File: src/rtl/uart_rx_pkg.sv
package uart_rx_pkg;

  typedef enum logic [2:0] {
    ST_IDLE,
    ST_START,
    ST_DATA,
    ST_PARITY,
    ST_STOP
  } rxState_t;

  // One-cycle strobes from the control to the datapath
  typedef struct packed {
    logic frameBegin;   // start bit confirmed at its midpoint
    logic shiftBit;     // capture one data bit
    logic parityBit;    // capture the parity bit
    logic frameEnd;     // stop bit being read now; commit the frame
  } rxStrobe_t;

endpackage

File: src/rtl/uart_rx_control.sv
module uart_rx_control
  import uart_rx_pkg::*;
#(
  parameter int DATA_BITS  = 8,
  parameter int OVERSAMPLE = 16
) (
  input  logic      clk,
  input  logic      rstN,
  input  logic      sampleTick,
  input  logic      rxEnable,
  input  logic      parityOn,
  input  logic      lineSync,
  output rxStrobe_t strb
);

  localparam int CNT_W    = $clog2(OVERSAMPLE);
  localparam int BIT_W    = (DATA_BITS > 1) ? $clog2(DATA_BITS) : 1;
  localparam int MID_IDX  = OVERSAMPLE / 2 - 1;
  localparam logic [CNT_W-1:0] MID_CNT  = CNT_W'(MID_IDX);
  localparam logic [CNT_W-1:0] WRAP_CNT = CNT_W'(OVERSAMPLE - 1);
  localparam logic [BIT_W-1:0] LAST_BIT = BIT_W'(DATA_BITS - 1);

  rxState_t         state;
  logic [CNT_W-1:0] tickCount;
  logic [BIT_W-1:0] bitCount;
  logic             lastSample;
  logic             midPoint;
  logic             readNow;

  assign midPoint = (tickCount == MID_CNT);
  assign readNow  = rxEnable && sampleTick && midPoint;

  always_ff @(posedge clk) begin
    if (!rstN) begin
      state      <= ST_IDLE;
      tickCount  <= '0;
      bitCount   <= '0;
      lastSample <= 1'b0;
    end else if (!rxEnable) begin
      state      <= ST_IDLE;
      tickCount  <= '0;
      lastSample <= 1'b0;
    end else if (sampleTick) begin
      if (state == ST_IDLE) begin
        lastSample <= lineSync;
        if (lastSample && !lineSync) begin
          state     <= ST_START;
          tickCount <= '0;
        end
      end else begin
        tickCount <= (tickCount == WRAP_CNT) ? '0 : tickCount + 1'b1;
        if (midPoint) begin
          unique case (state)
            ST_START: begin
              if (lineSync) begin
                state      <= ST_IDLE;
                lastSample <= 1'b1;
              end else begin
                state    <= ST_DATA;
                bitCount <= '0;
              end
            end
            ST_DATA: begin
              bitCount <= bitCount + 1'b1;
              if (bitCount == LAST_BIT)
                state <= parityOn ? ST_PARITY : ST_STOP;
            end
            ST_PARITY: state <= ST_STOP;
            ST_STOP: begin
              state      <= ST_IDLE;
              lastSample <= 1'b1;   // stop slot counts as mark: a held-low line re-arms
            end
            default: state <= ST_IDLE;
          endcase
        end
      end
    end
  end

  always_comb begin
    strb            = '0;
    strb.frameBegin = readNow && (state == ST_START) && !lineSync;
    strb.shiftBit   = readNow && (state == ST_DATA);
    strb.parityBit  = readNow && (state == ST_PARITY);
    strb.frameEnd   = readNow && (state == ST_STOP);
  end

  // a line read happens only on a sample tick
  p_read_on_tick_r1: assert property (@(posedge clk) disable iff (!rstN)
    (strb.shiftBit || strb.parityBit || strb.frameEnd) |-> sampleTick);

  // at most one strobe per cycle
  p_single_strobe_r1: assert property (@(posedge clk) disable iff (!rstN)
    $onehot0({strb.frameBegin, strb.shiftBit, strb.parityBit, strb.frameEnd}));

  // a high level at the start-bit midpoint aborts to idle
  p_glitch_abort_r2: assert property (@(posedge clk) disable iff (!rstN)
    (readNow && state == ST_START && lineSync) |=> (state == ST_IDLE));

  // disabled receiver sits in idle
  p_enable_idle_r10: assert property (@(posedge clk) disable iff (!rstN)
    !rxEnable |=> (state == ST_IDLE));

endmodule

File: src/rtl/uart_rx_datapath.sv
module uart_rx_datapath
  import uart_rx_pkg::*;
#(
  parameter int DATA_BITS   = 8,
  parameter int SYNC_STAGES = 2
) (
  input  logic                 clk,
  input  logic                 rstN,
  input  logic                 rxLine,
  input  rxStrobe_t            strb,
  input  logic                 parityOn,
  input  logic                 parityOdd,
  input  logic                 dataRead,
  input  logic                 errClear,
  output logic                 lineSync,
  output logic [DATA_BITS-1:0] rxData,
  output logic                 dataFull,
  output logic                 errFraming,
  output logic                 errParity,
  output logic                 errOverrun
);

  logic [SYNC_STAGES-1:0] syncChain;
  logic [DATA_BITS-1:0]   shiftReg;
  logic                   parAcc;
  logic                   accept;
  logic                   overrun;
  logic                   stopBad;
  logic                   parBad;

  // Line synchroniser, reset to mark
  always_ff @(posedge clk) begin
    if (!rstN) syncChain <= '1;
    else       syncChain <= {syncChain[SYNC_STAGES-2:0], rxLine};
  end
  assign lineSync = syncChain[SYNC_STAGES-1];

  // Bit assembly and running parity
  always_ff @(posedge clk) begin
    if (!rstN) begin
      shiftReg <= '0;
      parAcc   <= 1'b0;
    end else if (strb.frameBegin) begin
      shiftReg <= '0;
      parAcc   <= 1'b0;
    end else if (strb.shiftBit) begin
      shiftReg <= {lineSync, shiftReg[DATA_BITS-1:1]};
      parAcc   <= parAcc ^ lineSync;
    end else if (strb.parityBit) begin
      parAcc   <= parAcc ^ lineSync;
    end
  end

  assign overrun = strb.frameEnd && dataFull;
  assign accept  = strb.frameEnd && !dataFull;
  assign stopBad = !lineSync;
  assign parBad  = parityOn && (parAcc != parityOdd);

  // Holding register and flags; a set wins over a clear
  always_ff @(posedge clk) begin
    if (!rstN) begin
      rxData     <= '0;
      dataFull   <= 1'b0;
      errFraming <= 1'b0;
      errParity  <= 1'b0;
      errOverrun <= 1'b0;
    end else begin
      if (accept) rxData <= shiftReg;

      if (accept)        dataFull <= 1'b1;
      else if (dataRead) dataFull <= 1'b0;

      if (accept && stopBad) errFraming <= 1'b1;
      else if (errClear)     errFraming <= 1'b0;

      if (accept && parBad) errParity <= 1'b1;
      else if (errClear)    errParity <= 1'b0;

      if (overrun)       errOverrun <= 1'b1;
      else if (errClear) errOverrun <= 1'b0;
    end
  end

  // data-available rises only after a frame end
  p_full_on_end_r3: assert property (@(posedge clk) disable iff (!rstN)
    $rose(dataFull) |-> $past(strb.frameEnd));

  // overrun keeps the older byte
  p_overrun_hold_r6: assert property (@(posedge clk) disable iff (!rstN)
    (strb.frameEnd && dataFull) |=> (errOverrun && $stable(rxData)));

  // set beats a simultaneous clear
  p_set_wins_r7: assert property (@(posedge clk) disable iff (!rstN)
    (strb.frameEnd && !dataFull && !lineSync && errClear) |=> errFraming);

  // flags only fall on a clear
  p_sticky_r7: assert property (@(posedge clk) disable iff (!rstN)
    $fell(errFraming || errParity || errOverrun) |-> $past(errClear));

endmodule

File: src/rtl/uart_rx_oversampled.sv
module uart_rx_oversampled
  import uart_rx_pkg::*;
#(
  parameter int DATA_BITS   = 8,
  parameter int OVERSAMPLE  = 16,
  parameter int SYNC_STAGES = 2
) (
  input  logic                 clk,
  input  logic                 rstN,
  input  logic                 sampleTick,
  input  logic                 rxEnable,
  input  logic                 parityOn,
  input  logic                 parityOdd,
  input  logic                 rxLine,
  input  logic                 dataRead,
  input  logic                 errClear,
  output logic [DATA_BITS-1:0] rxData,
  output logic                 dataFull,
  output logic                 errFraming,
  output logic                 errParity,
  output logic                 errOverrun,
  output logic                 lineLevel
);

  rxStrobe_t strb;
  logic      lineSync;

  uart_rx_control #(
    .DATA_BITS (DATA_BITS),
    .OVERSAMPLE(OVERSAMPLE)
  ) u_control (
    .clk       (clk),
    .rstN      (rstN),
    .sampleTick(sampleTick),
    .rxEnable  (rxEnable),
    .parityOn  (parityOn),
    .lineSync  (lineSync),
    .strb      (strb)
  );

  uart_rx_datapath #(
    .DATA_BITS  (DATA_BITS),
    .SYNC_STAGES(SYNC_STAGES)
  ) u_datapath (
    .clk       (clk),
    .rstN      (rstN),
    .rxLine    (rxLine),
    .strb      (strb),
    .parityOn  (parityOn),
    .parityOdd (parityOdd),
    .dataRead  (dataRead),
    .errClear  (errClear),
    .lineSync  (lineSync),
    .rxData    (rxData),
    .dataFull  (dataFull),
    .errFraming(errFraming),
    .errParity (errParity),
    .errOverrun(errOverrun)
  );

  assign lineLevel = lineSync;

  // nothing new arrives while disabled
  p_disabled_quiet_r10: assert property (@(posedge clk) disable iff (!rstN)
    (!rxEnable && !$past(rxEnable)) |-> !$rose(dataFull));

endmodule

File: config.mk
export PLATFORM = sky130hd
export DESIGN_NAME = uart_rx_oversampled
export DESIGN_NICKNAME = d
export VERILOG_FILES = /design/src/rtl/uart_rx_pkg.sv /design/src/rtl/uart_rx_control.sv /design/src/rtl/uart_rx_datapath.sv /design/src/rtl/uart_rx_oversampled.sv
export SDC_FILE = /design/constraint.sdc
export NUM_CORES = 1
export LEC_CHECK = 0
export ABC_AREA = 1
export BUFFER_PORTS_ARGS = -buffer_cell sky130_fd_sc_hd__buf_2
export CAP_MARGIN = 20
export CORE_UTILIZATION = 60
export DETAILED_ROUTE_END_ITERATION = 7
export PLACE_DENSITY = 0.84
export SLEW_MARGIN = 30
export SYNTH_ARGS = -nofsm -noshare
export SYNTH_HDL_FRONTEND = slang
export SYNTH_SLANG_ARGS = --single-unit
File: constraint.sdc
create_clock -name clk -period 3.9 [get_ports clk]
set_input_delay 0.195 -clock clk [delete_from_list [all_inputs] [get_ports clk]]
set_output_delay 0.195 -clock clk [all_outputs]
set_load 0.03 [all_outputs]
### After elaboration in Yosys (flattened, before gate mapping)

Cells that the tools add are included.

| word-level totals | value |
|---|---|
| register bits after elaboration | 34 |
| bits in latches | 0 |
| memory bits (writable) | 0 |
| ROM bits | 0 |
| bits of input ports | 9 |
| output and inout bits | 13 |
| logic and storage cells | 83 |
| memories | 0 |

| operators by class | value |
|---|---|
| add/subtract/negate cells | 2 |
| $mul | 0 |
| divide/modulo/power cells | 0 |
| order comparisons | 0 |
| eq/ne operators | 12 |
| shift operators | 0 |
| multiplexer cells | 24 |
| bitwise gates (word level) | 3 |
| reductions and logical operators | 30 |

Operator list:

| operator | number |
|---|---|
| $mux 3 | 6 |
| $reduce_bool 2->1 | 7 |
| $logic_and 1x1->1 | 13 |
| $mux 4 | 3 |
| $mux 1 | 11 |
| $pmux 3 s3 | 1 |
| $reduce_and 4->1 | 2 |
| $eq 3x2->1 const B | 2 |
| $eq 3x3->1 const B | 2 |
| $ne 3x1->1 const B | 2 |
| $pmux 3 s2 | 1 |
| $reduce_and 6->1 | 1 |
| $add 4x1->4 const B | 1 |
| $eq 4x3->1 const B | 1 |
| $eq 4x4->1 const B | 1 |
| $ne 2x2->1 const B | 2 |
| $reduce_and 2->1 | 2 |
| $add 3x1->3 const B | 1 |
| $eq 3x1->1 const B | 1 |
| $logic_not 3->1 | 1 |
| $reduce_bool 3->1 | 1 |
| $logic_not 1->1 | 2 |
| $mux 2 | 1 |
| $not 1->1 | 2 |
| 4 further kinds | 4 |

### Depth between registers and ports, before layout

| logic depth | value |
|---|---|
| word-level depth | 6 |
| gate-level depth with buffers | 9 |
| depth with buffers taken out | 9 |

### By module

Synthesis repeated with hierarchy kept, for this count alone.

| unflattened totals | value |
|---|---|
| cell total of the unflattened synthesis | 219 |
| area total of the unflattened synthesis | 1616.6 um2 |

Modules (own cells, without submodules):

| module | times used | cells an instance | area each (um2) | seq. area each (um2) |
|---|---|---|---|---|
| uart_rx_datapath | 1 | 104 | 845.8 | 460.4 |
| uart_rx_control | 1 | 115 | 770.7 | 220.2 |

### Worst setup path before layout

OpenSTA, ideal clock, no wires.

| timing path | value |
|---|---|
| path type | reg-to-reg |
| start point | register u_datapath.syncChain[1] |
| end point | register u_control.state[2] |
| library setup time | 113 ps |
| arrival time | 1209 ps |
| data required time | 3787 ps |
| slack | 2578 ps |
| stages on the path, launching flop included | 8 |
| buffers on the path | 0 |
| period minus slack after synthesis | 1322 ps |
| cells stage by stage | dfxtp_1 > inv_1 > nand2_1 > nand3_1 > nand2_1 > nor2_4 > nor2_1 > nor2_1 |

| between the ends | value |
|---|---|
| longest elaborated chain between the ends | 4 |

Ends and longest elaborated chain:

| element | line | RTL |
|---|---|---|
| start: declaration | uart_rx_datapath.sv:23 | `logic [SYNC_STAGES-1:0] syncChain;` |
| start signal: assignment | uart_rx_datapath.sv:34 | `else syncChain <= {syncChain[SYNC_STAGES-2:0], rxLine};` |
| $logic_not 1->1 | uart_rx_control.sv:46 | `if (lastSample && !lineSync) begin` |
| $logic_and 1x1->1 | uart_rx_control.sv:46 |  |
| $ne 2x2->1 (no source line) | - |  |
| $reduce_and 4->1 (no source line) | - |  |
| end signal: assignment | uart_rx_control.sv:66 | `state <= parityOn ? ST_PARITY : ST_STOP;` |
| end: declaration | uart_rx_control.sv:23 | `rxState_t state;` |

No other way between the ends.
A chain may end at the register's enable or synchronous reset.

### Final worst setup path

| timing path | value |
|---|---|
| start point | register u_control.state[2] |
| end point | register u_datapath.rxData[2] |

| between the ends | value |
|---|---|
| longest elaborated chain between the ends | 3 |

Ends and longest elaborated chain:

| element | line | RTL |
|---|---|---|
| $eq 3x3->1 | uart_rx_control.sv:85 | `strb.frameEnd = readNow && (state == ST_STOP);` |
| $logic_and 1x1->1 | uart_rx_control.sv:85 |  |
| $logic_and 1x1->1 | uart_rx_datapath.sv:55 | `assign accept = strb.frameEnd && !dataFull;` |
| end signal: assignment | uart_rx_datapath.sv:68 | `if (accept) rxData <= shiftReg;` |
| end: declaration | uart_rx_datapath.sv:16 | `output logic [DATA_BITS-1:0] rxData,` |

No other way between the ends.

==> impl_metrics.tcl <==
set metrics [dict create \
    synthesis.area_sq_um 1570 \
    ys_seq_elements 34 \
    post-cts-setup-buffers 0 \
    p_int_mw 0.421 \
    synth_cell_types 24 \
    syn_nets 229 \
    tns_ns 0 \
    grtUsageTotal 0.255 \
    p_sw_mw 0.136 \
    cts.sinks 34 \
    post-dp-hpwl_um 2170 \
    clock_skew_ns 0.00560 \
    die_w_um 53.1 \
    cts_tree "built" \
    pin_count 22 \
    synth.top_cell.area_share 0.434 \
    crit_type "flip-flop to flip-flop" \
    avgRoutedWirePerCell_um 11.3 \
    critPathRequiredTime_ns 4.11 \
    routed_via_density 5.29 \
    start_util 0.633 \
    pwr-share-comb 0.043 \
    drc 0 \
    finalHoldViolCount 0 \
    synth_edf_count 0 \
    seq_area_frac_synth 0.434 \
    synth.area.top_cells "dfxtp_1, nand2_1, a21oi_1" \
    cts_root_buf "clkbuf_4" \
    max_slew_margin 0.543 \
    hold_buffers 0 \
    clk_pin_slew_ns 0.10 \
    power_density_nw_per_um2 323 \
    grt_max_degree 18 \
    ys.warnings.count 0 \
    grt_pass1_vias 1132 \
    grt_pass1_wl_um 5010 \
    ant_nets 0 \
    dpl-instance-area_sq_um 1680 \
    fin_nets 252 \
    synthArstFlopShare 0 \
    p_sw_frac 0.244 \
    syn_to_final_growth_pct 9.98 \
    synthCells 217 \
    clk_latency_ns 0.34 \
    synth_most_common_cell "nand2_1" \
    peakVddDrop_v 0.000273 \
    r2r_start "u_control.state[2]" \
    dr.first_iter.drc_count 40 \
    fp.dieArea_sq_um 2820 \
    synth_ff_type "dfxtp_1" \
    cts_buffers 5 \
    die_h_um 53.1 \
    crit_arrival_ns 1.92 \
    maxSlewViolCount 0 \
    synth_area_per_cell_sq_um 7.22 \
    period_needed_ns 1.71 \
    status "completed" \
    grt_setup_unrepaired "false" \
    clkPwrFrac 0.328 \
    io_buffers 21 \
    hp-class "input pin to flip-flop" \
    diodes 0 \
    drt_wl_total_um 3060 \
    tightest_slew_ns 0.682 \
    fmaxAchievable_ghz 0.585 \
    finalSetupViolCount 0 \
    power.leakage_nw 0.726 \
    grt_overflow 0 \
    fin_area_sq_um 1720 \
    min_from "rxLine" \
    period_share 0.439 \
    drtPass1Iterations 4 \
    end_kind "flip-flop" \
    cts_resized 0 \
    core-area_sq_um 2480 \
    antenna_found_initial 0 \
    vias 1428 \
    p_seq_frac 0.629 \
    crit_start "u_control.state[2]" \
    synth_top_area_cell "dfxtp_1" \
    synthTopCellsByCount "nand2_1, dfxtp_1, a21oi_1" \
    num_rows 18 \
    cp_max_fo 12 \
    cap_violations 0 \
    htree_levels 2 \
    worstSetupStartpointType "flip-flop" \
    drive_gt1_frac 0.188 \
    cts.path.max_buffers 2 \
    gp_congestion 0.841 \
]
## cell families after synthesis
logic type,after synthesis,synth area share
buf+inv,24,0.0678
fa+ha+maj,3,0.0239
xor+xnor,1,0.00559
flops,34,0.434
compound gates,29,0.0934
simple gates,126,0.375
## power groups by stage
| stage | combinational [mW] | sequential, mW | clock, mW |
|---|---|---|---|
| 2_1_floorplan | 0.0149 | 0.359 | 0 |
| 3_3_place_gp | 0.0237 | 0.358 | 0 |
| 3_5_place_dp | 0.0240 | 0.359 | 0 |
| 4_1_cts | 0.0240 | 0.351 | 0.187 |
| 5_1_grt | 0.0274 | 0.351 | 0.201 |
| 6_report | 0.0242 | 0.351 | 0.183 |
## through the flow
stage                     hold slack [ns]   util  instances  setup WS [ns]  power (mW)
final                              0.0425  0.696        270           2.19       0.557
after detailed placement            0.398  0.677        263           2.23       0.383
after CTS                          0.0357  0.696        270           2.20       0.562
after global routing               0.0280  0.696        270           2.00       0.580
after floorplan                     0.302      -        217           2.58       0.374
after global placement              0.386  0.677        263           2.29       0.382
## path summary, 6_finish.rpt
check | end | slack [ns] | cells after the start
worst max-delay path | u_datapath.rxData[2] | 2.19 | 5
worst min-delay path | u_datapath.syncChain[0] | 0.04 | 2
worst max register to register | u_datapath.rxData[2] | 2.19 | 5
worst min register to register | u_datapath.syncChain[1] | 0.44 | 1
## flip-flops by register name, indices dropped and copies added, names as in the netlist
register and flops:
u_control.state 3, u_datapath.syncChain 2, u_control.bitCount 3, u_datapath.parAcc 1
u_datapath.dataFull 1, u_datapath.errOverrun 1, u_control.lastSample 1, u_datapath.rxData 8
u_control.tickCount 4, u_datapath.errParity 1, u_datapath.errFraming 1, u_datapath.shiftReg 8
## worst max-delay path: stages (launching register included)
cell and delay [ns]:
dfxtp_1 0.45, inv_2 0.10, nor3_2 0.53, nand3_2 0.29, nand2_1 0.13, a21oi_1 0.06
## routing by layer
layer,vias to the layer above,track usage,wire length [um]
met5,-,0,0
met1,628,0.342,1580
met4,0,0.132,70
met3,8,0.0862,152
met2,37,0.359,1250
li1,755,-,-
## final cells by class
| class | instances | area [sq um] |
|---|---|---|
| multi-input cells | 159 | 781 |
| inverters | 19 | 72.6 |
| clock buffers | 5 | 37.5 |
| clock inverters | 2 | 10.0 |
| fillers | 240 | 753 |
| flip-flops and latches | 34 | 681 |
| well taps | 30 | 37.5 |
| repair buffers | 21 | 105 |
## cell usage in the layout, fill, tap and decap left out
cell type / count
a21oi_1: 25
nand4_1: 14
inv_1: 15
buf_2: 21
o21ai_0: 3
nor2_4: 3
nand2_1: 63
nand3_1: 11
or2_0: 1
nand2_4: 1
clkinv_2: 3
clkbuf_4: 5
inv_2: 3
nand2_2: 2
nor3_2: 1
nor2_2: 1
nand3_2: 2
dfxtp_1: 34
xor2_1: 1
nor2_1: 24
ha_1: 3
a31oi_1: 1
or2_2: 3
No activity file was read; power rests on OpenSTA's default activity.
